--- src/rtl/tdt_pkg.sv ---
package tdt_pkg;
  typedef enum logic [1:0] {
    ADDR_CTRL    = 2'd0,
    ADDR_RELOAD  = 2'd1,
    ADDR_CURRENT = 2'd2,
    ADDR_SPARE   = 2'd3
  } tdt_addr_e;

  localparam int BIT_EN   = 0;
  localparam int BIT_IE   = 1;
  localparam int BIT_SRC  = 2;
  localparam int BIT_FLAG = 16;

  typedef struct packed {
    logic src;
    logic ie;
    logic en;
  } tdt_ctrl_t;
endpackage

--- src/rtl/tdt_ref_sync.sv ---
module tdt_ref_sync #(
  parameter int SYNC_N = 2
) (
  input  logic clk,
  input  logic rst_n,
  input  logic ref_i,
  output logic rise_o
);
  localparam int LAST = SYNC_N;

  // chain[0..SYNC_N-1] are the synchroniser stages, chain[LAST] holds the previous value
  logic [LAST:0] chain;

  genvar g;
  generate
    for (g = 0; g <= LAST; g++) begin : g_stage
      if (g == 0) begin : g_first
        always_ff @(posedge clk or negedge rst_n) begin
          if (!rst_n) chain[g] <= 1'b0;
          else        chain[g] <= ref_i;
        end
      end else begin : g_next
        always_ff @(posedge clk or negedge rst_n) begin
          if (!rst_n) chain[g] <= 1'b0;
          else        chain[g] <= chain[g-1];
        end
      end
    end
  endgenerate

  assign rise_o = chain[LAST-1] & ~chain[LAST];
endmodule

--- src/rtl/tdt_counter.sv ---
module tdt_counter #(
  parameter int CNT_W = 24
) (
  input  logic             clk,
  input  logic             rst_n,
  input  logic             tick_i,
  input  logic             clear_i,
  input  logic [CNT_W-1:0] reload_i,
  output logic [CNT_W-1:0] cnt_o,
  output logic             wrap_o
);
  localparam logic [CNT_W-1:0] CNT_ONE  = CNT_W'(1);
  localparam logic [CNT_W-1:0] CNT_ZERO = '0;

  logic [CNT_W-1:0] cnt_q;
  logic [CNT_W-1:0] cnt_d;

  always_comb begin
    cnt_d = cnt_q;
    if (clear_i)               cnt_d = CNT_ZERO;
    else if (tick_i) begin
      if (cnt_q == CNT_ZERO)   cnt_d = reload_i;
      else                     cnt_d = cnt_q - CNT_ONE;
    end
  end

  always_ff @(posedge clk or negedge rst_n) begin
    if (!rst_n) cnt_q <= CNT_ZERO;
    else        cnt_q <= cnt_d;
  end

  // only the 1 -> 0 step counts as a wrap; a software clear suppresses it
  assign wrap_o = tick_i & ~clear_i & (cnt_q == CNT_ONE);
  assign cnt_o  = cnt_q;
endmodule

--- src/rtl/tdt_regs.sv ---
module tdt_regs
  import tdt_pkg::*;
#(
  parameter int CNT_W  = 24,
  parameter int DATA_W = 32
) (
  input  logic              clk,
  input  logic              rst_n,
  input  logic              sel_i,
  input  logic              wr_i,
  input  logic [1:0]        addr_i,
  input  logic [DATA_W-1:0] wdata_i,
  input  logic [CNT_W-1:0]  cnt_i,
  input  logic              wrap_i,
  output tdt_ctrl_t         ctrl_o,
  output logic [CNT_W-1:0]  reload_o,
  output logic              flag_o,
  output logic              cur_wr_o,
  output logic [DATA_W-1:0] rdata_o,
  output logic              rvalid_o
);
  tdt_addr_e        addr;
  logic             wr_hit;
  logic             rd_hit;
  logic             ctrl_wr;
  logic             reload_wr;
  logic             ctrl_rd;
  tdt_ctrl_t        ctrl_q;
  logic [CNT_W-1:0] reload_q;
  logic             flag_q;
  logic [DATA_W-1:0] rd_word;
  logic              unused_wdata_hi;

  assign addr      = tdt_addr_e'(addr_i);
  assign wr_hit    = sel_i & wr_i;
  assign rd_hit    = sel_i & ~wr_i;
  assign ctrl_wr   = wr_hit && (addr == ADDR_CTRL);
  assign reload_wr = wr_hit && (addr == ADDR_RELOAD);
  assign cur_wr_o  = wr_hit && (addr == ADDR_CURRENT);
  assign ctrl_rd   = rd_hit && (addr == ADDR_CTRL);
  assign unused_wdata_hi = ^wdata_i[DATA_W-1:CNT_W];

  always_ff @(posedge clk or negedge rst_n) begin
    if (!rst_n) begin
      ctrl_q <= '0;
    end else if (ctrl_wr) begin
      ctrl_q.en  <= wdata_i[BIT_EN];
      ctrl_q.ie  <= wdata_i[BIT_IE];
      ctrl_q.src <= wdata_i[BIT_SRC];
    end
  end

  always_ff @(posedge clk or negedge rst_n) begin
    if (!rst_n)         reload_q <= '0;
    else if (reload_wr) reload_q <= wdata_i[CNT_W-1:0];
  end

  // clear by count write beats a wrap; a wrap beats the clear-on-read
  always_ff @(posedge clk or negedge rst_n) begin
    if (!rst_n)        flag_q <= 1'b0;
    else if (cur_wr_o) flag_q <= 1'b0;
    else if (wrap_i)   flag_q <= 1'b1;
    else if (ctrl_rd)  flag_q <= 1'b0;
  end

  always_comb begin
    rd_word = '0;
    unique case (addr)
      ADDR_CTRL: begin
        rd_word[BIT_EN]   = ctrl_q.en;
        rd_word[BIT_IE]   = ctrl_q.ie;
        rd_word[BIT_SRC]  = ctrl_q.src;
        rd_word[BIT_FLAG] = flag_q;
      end
      ADDR_RELOAD:  rd_word[CNT_W-1:0] = reload_q;
      ADDR_CURRENT: rd_word[CNT_W-1:0] = cnt_i;
      ADDR_SPARE:   rd_word = '0;
    endcase
  end

  always_ff @(posedge clk or negedge rst_n) begin
    if (!rst_n) begin
      rdata_o  <= '0;
      rvalid_o <= 1'b0;
    end else begin
      rvalid_o <= rd_hit;
      if (rd_hit) rdata_o <= rd_word;
    end
  end

  assign ctrl_o   = ctrl_q;
  assign reload_o = reload_q;
  assign flag_o   = flag_q;
endmodule

--- src/rtl/tick_down_timer.sv ---
module tick_down_timer
  import tdt_pkg::*;
#(
  parameter int CNT_W  = 24,
  parameter int DATA_W = 32,
  parameter int SYNC_N = 2
) (
  input  logic              clk,
  input  logic              rst_n,
  input  logic              ref_clk_i,
  input  logic              bus_sel_i,
  input  logic              bus_wr_i,
  input  logic [1:0]        bus_addr_i,
  input  logic [DATA_W-1:0] bus_wdata_i,
  output logic [DATA_W-1:0] bus_rdata_o,
  output logic              bus_rvalid_o,
  output logic              irq_o
);
  tdt_ctrl_t        ctrl;
  logic [CNT_W-1:0] reload_w;
  logic [CNT_W-1:0] cnt_w;
  logic             flag_w;
  logic             cur_wr_w;
  logic             ref_rise;
  logic             tick_w;
  logic             wrap_w;
  logic             irq_q;

  tdt_ref_sync #(.SYNC_N(SYNC_N)) u_sync (
    .clk    (clk),
    .rst_n  (rst_n),
    .ref_i  (ref_clk_i),
    .rise_o (ref_rise)
  );

  assign tick_w = ctrl.en & (ctrl.src | ref_rise);

  tdt_counter #(.CNT_W(CNT_W)) u_cnt (
    .clk      (clk),
    .rst_n    (rst_n),
    .tick_i   (tick_w),
    .clear_i  (cur_wr_w),
    .reload_i (reload_w),
    .cnt_o    (cnt_w),
    .wrap_o   (wrap_w)
  );

  tdt_regs #(.CNT_W(CNT_W), .DATA_W(DATA_W)) u_regs (
    .clk      (clk),
    .rst_n    (rst_n),
    .sel_i    (bus_sel_i),
    .wr_i     (bus_wr_i),
    .addr_i   (bus_addr_i),
    .wdata_i  (bus_wdata_i),
    .cnt_i    (cnt_w),
    .wrap_i   (wrap_w),
    .ctrl_o   (ctrl),
    .reload_o (reload_w),
    .flag_o   (flag_w),
    .cur_wr_o (cur_wr_w),
    .rdata_o  (bus_rdata_o),
    .rvalid_o (bus_rvalid_o)
  );

  always_ff @(posedge clk or negedge rst_n) begin
    if (!rst_n) irq_q <= 1'b0;
    else        irq_q <= wrap_w & ctrl.ie;
  end

  assign irq_o = irq_q;
endmodule

--- config.mk ---
export PLATFORM = sky130hd
export DESIGN_NAME = tick_down_timer
export DESIGN_NICKNAME = d
export VERILOG_FILES = /design/src/rtl/tdt_pkg.sv /design/src/rtl/tdt_ref_sync.sv /design/src/rtl/tdt_counter.sv /design/src/rtl/tdt_regs.sv /design/src/rtl/tick_down_timer.sv
export SDC_FILE = /design/constraint.sdc
export NUM_CORES = 1
export LEC_CHECK = 0
export BUFFER_PORTS_ARGS = -buffer_cell sky130_fd_sc_hd__buf_2
export CORE_ASPECT_RATIO = 1.5
export CORE_MARGIN = 2
export CORE_UTILIZATION = 30
export CTS_CLUSTER_SIZE = 30
export DETAILED_ROUTE_END_ITERATION = 10
export HOLD_SLACK_MARGIN = 0.15
export PLACE_DENSITY = 0.49
export SYNTH_ARGS = -nofsm -noshare
export SYNTH_HDL_FRONTEND = slang
export SYNTH_SLANG_ARGS = --single-unit
--- constraint.sdc ---
create_clock -name clk -period 2.4 [get_ports clk]
set_clock_uncertainty 0.15 [all_clocks]
set_input_delay 0.36 -clock clk [delete_from_list [all_inputs] [get_ports clk]]
set_output_delay 0.36 -clock clk [all_outputs]
set_load 0.05 [all_outputs]
* Yosys cells after proc, flatten, opt, wreduce, memory -nomap -nowiden
Index checks and enable logic that the tools add are counted.
W data, S select, Z words.
** Word-level totals
- Flip-flop bits (word level) :: 81
** Operators by class
- $add $sub $neg :: 1
- Equality and inequality tests :: 4
- Multiplexer cells :: 10
- Bitwise gates (word level) :: 11
- Reduce and logical (&&, ||, !) cells :: 8
** Operators with widths (count)
- $mux W24 :: 3
- $pmux W13 S2 :: 1
- $eq A24 B1 Y1 const B :: 1
- $logic_not A24 Y1 :: 1
- $sub A24 B1 Y24 const B :: 1
- $pmux W7 S2 :: 1
- $pmux W3 S4 :: 1
- $and A1 B1 Y1 :: 7
- $eq A2 B2 Y1 const B :: 2
- $logic_and A1 B1 Y1 :: 4
- $pmux W1 S4 :: 1
- $mux W1 :: 3
- $not A1 Y1 :: 3
- $reduce_bool A3 Y1 :: 1
- $eq A2 B1 Y1 const B :: 1
- $logic_not A2 Y1 :: 1
- $reduce_bool A2 Y1 :: 1
- $or A1 B1 Y1 :: 1

* Longest topological paths before layout
- Depth in word-level cells :: 8
- Mapped depth :: 9

* Hierarchy
A second synthesis with hierarchy kept.
** Second synthesis, totals
- Cells, all modules :: 402
- Area total of the unflattened synthesis :: 4312.9 µm²
** By module, submodules not included
- tdt_regs :: times used 1, cells an instance 194, area an instance 2477.4 µm²
- tdt_counter :: times used 1, cells an instance 201, area an instance 1707.9 µm²
- tdt_ref_sync :: times used 1, cells an instance 4, area an instance 88.8 µm²
- tick_down_timer :: times used 1, cells an instance 3, area an instance 38.8 µm²

* Least setup slack after synthesis
No wires, ideal clock.
- Kind :: register -> register
- Start point :: reg u_cnt.cnt_q[14], in the netlist u_cnt.cnt_o[14]
- End point :: reg u_cnt.cnt_q[21], in the netlist u_cnt.cnt_o[21]
- Setup time :: 0.138 ns
- Arrival :: 1.860 ns
- Setup slack :: 0.252 ns
- Cell stages (with the launch flop) :: 8
- Path buffers :: 2
- Cell sequence :: dfrtp_1 or2_1 buf_2 or3_2 or2_0 buf_2 o41ai_1 o22ai_1
** On the way
- Word-level cells in the longest chain between the ends :: 4
- Elaborated cells on any way between the ends :: 5
- Those cells by class :: add/sub (1); mux (3); reduce/logical (1)
** Ends and longest elaborated chain
- from (decl) :: line tdt_counter.sv:15 : logic [CNT_W-1:0] cnt_q;
- from (signal assigned) :: line tdt_counter.sv:29 : else cnt_q <= cnt_d;
- $sub A24 B1 Y24 or $logic_not A24 Y1 (tied branches) :: line tdt_counter.sv:23, tdt_counter.sv:22
- $mux W24 (*) :: line tdt_counter.sv:22 : if (cnt_q == CNT_ZERO) cnt_d = reload_i;
- $mux W24 (*) :: line tdt_counter.sv:21 : else if (tick_i) begin
- $mux W24 (*) :: line tdt_counter.sv:20 : if (clear_i) cnt_d = CNT_ZERO;
Mark *: on every way between the ends. The rest lies on a longest branch, timed or not. The select of a mux whose other input is x is not followed.
A chain may end at the register's enable or synchronous reset.

* Worst setup path after layout
- Start point :: reg u_cnt.cnt_q[16], in the netlist u_cnt.cnt_o[16]
- End point :: reg u_cnt.cnt_q[20], in the netlist u_cnt.cnt_o[20]
Same word-level chain as after synthesis.

==> impl_metrics.yaml <==
status:
  outcome: "complete, no violations"
routing:
  wl_met2_um: 6080
  vias: 3624
  top_layer: "met4"
  wl_per_cell_um: 17.5
  drtAntennaViolNets: 0
  drt-total-wl_um: 12000
  via_per_inst: 5.27
  wl_met3_um: 539
  drc_errors: 0
  drt_iter0_drc: 154
  wl_met1_um: 5190
  drtPass1Iterations: 4
worst_setup_path:
  r2r_cells: 7
  crit_top_cell: "buf_4"
  cpMaxStageDelayCell: "or4_1"
  endpoint_kind: "flop"
  worstPathArrival_ns: 2.38
  crit_buf_inv: 2
  reg2reg_to: "u_cnt.cnt_o[20]"
  r2r-start: "u_cnt.cnt_o[16]"
  regToRegSetupSlack_ns: 0.09
  crit_path_start_kind: "flop"
  worstSetupPathType: "flop to flop"
  critPathMaxFanout: 7
  cp_slowest_stage_delay_ns: 0.60
  crit_family: "simple AND/OR/NAND/NOR gates"
  crit_chain: "or4_1 -> nor3_4 -> buf_4 -> nor4b_4 -> buf_4 -> nand3_1 -> o311ai_0"
  critPathRequiredTime_ns: 2.47
  cp_num_cells: 7
floorplanning:
  core.rowCount: 52
  core_region_area_um2: 13500
  dieArea_um2: 14900
  initial_utilization_pct: 30.8
  ioPinCount: 73
  die_height_um: 148
  die_w_um: 100
timing:
  slew_headroom_pct: 57.0
  worstMarginPinSlew_ns: 0.642
  fin_crit_ns: 2.31
  drv_slew: 0
  period_share_pct: 96.4
  finalHoldViolCount: 0
  fmaxAchievable_ghz: 0.432
  setup-violations-final: 0
  whs_ns: 0.201
yosys:
  synth_top_area_cell: "dfrtp_1"
  yosys-top-cells-area: "dfrtp_1 49%, mux2_2 7.3%, a22oi_1 4.9%"
  yosys_warnings: 0
  synth_common_cells: "81 x dfrtp_1, 41 x nand2_1, 34 x o21ai_0, 27 x a22oi_1, 27 x mux2_2"
  synthFlopType: "dfrtp_1"
  syn_inst: 410
  synth.distinct_cells: 56
  synth_top_area_share_pct: 48.7
  yosys_register_bits: 81
  syn_area_um2: 4160
  synth-async-reset-ratio_pct: 100
  avgSynthCellArea_um2: 10.2
  synth_edf_count: 0
  seq_area_frac_synth_pct: 48.7
  synth.most_common_cell: "dfrtp_1"
min_path:
  whs_path_depth: 0
  hp-start: "u_sync.chain[0]"
  whs_endpoint: "u_sync.chain[1]"
  hp-class: "flop to flop"
global_route:
  antenna_found_initial: 0
  grt_pass1_vias: 3586
  grt_usage_pct: 17.0
  grt_pass1_wl_um: 19300
  gr-total-overflow: 0
  grt_max_degree: 42
cts:
  htreeDepth: 3
  cts_sinks: 81
  clock_latency_ns: 0.35
  tritoncts: "built"
  ctsLongestPathBuffers: 2
  cts-root-buf: "clkbuf_16"
  cts_made_buffers: 9
  cts.clk_slew.worst_paths_ns: 0.06
pwr:
  power_mw: 6.04
  leakagePower_nw: 2.49
  power_density_nw_per_um2: 1110
  ir_drop_mv: 0.404
final_layout:
  final_cells: 688
  nets: 567
  antennaDiodeCount: 0
  areaGrowthSynthToFinish_pct: 31.1
  drive_above_1_share_pct: 31.0
place:
  gp_congestion: 0.854
  place_hpwl_um: 8750
  io_buffers: 56
  place_inst: 644
flow_run:
  maxCapViolCount: 0
## worst max path at each step
| stage | start | to | slack [ns] |
|---|---|---|---|
| detailed placement | u_cnt.cnt_o[16] | u_cnt.cnt_o[20] | -0.008 |
| finish | u_cnt.cnt_o[16] | u_cnt.cnt_o[20] | 0.09 |
| global route | u_cnt.cnt_o[16] | u_cnt.cnt_o[6] | -0.02 |
| floorplan | u_cnt.cnt_o[14] | u_cnt.cnt_o[21] | 0.25 |
| global placement | u_cnt.cnt_o[16] | u_cnt.cnt_o[20] | -0.01 |
| CTS | u_cnt.cnt_o[0] | u_cnt.cnt_o[16] | 0.007 |
## cell families after synthesis
group / synth area share, %
compound gates: 20.3
simple gates: 14.6
flops: 48.7
buf+inv: 5.50
mux: 8.74
fa+ha+maj: 2.10
other cells: 0.0901
## power by group
part | switching (mW) | internal [mW]
logic | 1.51 | 1.13
clock network | 0.533 | 0.890
registers | 0.307 | 1.68
## stage by stage
step | setup WS (ns) | util (%) | area [um2] | setup TNS (ns)
global route | -0.0212 | 40.3 | 5460 | -0.0416
floorplan | 0.252 | - | 4190 | 0
detailed placement | -0.00803 | 35.9 | 4850 | -0.00803
global placement | -0.0119 | 35.9 | 4850 | -0.0119
finish | 0.0861 | 40.3 | 5460 | 0
CTS | 0.00746 | 40.1 | 5430 | 0
## flip-flops by register name, summed over array words and instances (netlist names)
register and flops:
u_regs.ctrl_o 3, u_cnt.cnt_o 24, u_regs.flag_o 1, u_regs.reload_o 24
u_regs.rvalid_o 1, u_regs.rdata_o 24, irq_o 1, u_sync.chain 3
## cell type report
class | count | area, um2
Timing Repair Buffer | 132 | 943
Multi-Input combinational cell | 291 | 1950
Inverter | 6 | 22.5
Fill cell | 1361 | 8070
Clock buffer | 14 | 274
Clock inverter | 2 | 35.0
Tap cell | 162 | 203
Sequential cell | 81 | 2030
## metal layers
metal / track usage [%] / vias up
met5: 0 / -
met4: 6.44 / 0
met3: 3.05 / 13
met2: 28.8 / 91
met1: 21.3 / 1798
li1: - / 1722
## cells in the final DEF (no fill, tap or decap), drive strengths merged, types with 2 or more instances in the layout
cell type / synthesis / final
o211ai: 6 / 6
o31ai: 4 / 4
nand4: 5 / 5
inv: 6 / 6
mux2: 27 / 27
mux2i: 6 / 6
nor3: 6 / 6
a31oi: 4 / 4
nand3: 16 / 16
dlygate4sd3: 0 / 26
a2111oi: 2 / 2
and3: 3 / 3
o21a: 2 / 2
conb: 1 / 8
ha: 7 / 7
and2: 2 / 2
nor4b: 2 / 2
a22oi: 27 / 27
clkbuf: 20 / 14
o311ai: 4 / 4
dfrtp: 81 / 81
buf: 19 / 106
o21ai: 36 / 36
o22ai: 5 / 5
a21oi: 26 / 26
nand2: 41 / 41
nor4: 5 / 5
o41ai: 3 / 3
or2: 3 / 3
nor2: 12 / 12
or3: 8 / 8
o31a: 3 / 3
nand2b: 2 / 2
nor2b: 2 / 2
a211oi: 4 / 4
or4: 2 / 2
## repair_timing
item                                   4_1_cts  5_1_grt
setup endpoints to repair                    1       13
endpoints found under the hold margin       68        0
buffers inserted                             0        2
pin swaps                                    0        3
hold buffers                                26        0
resized for setup                            1        5
No activity file was read; power rests on OpenSTA's default activity.
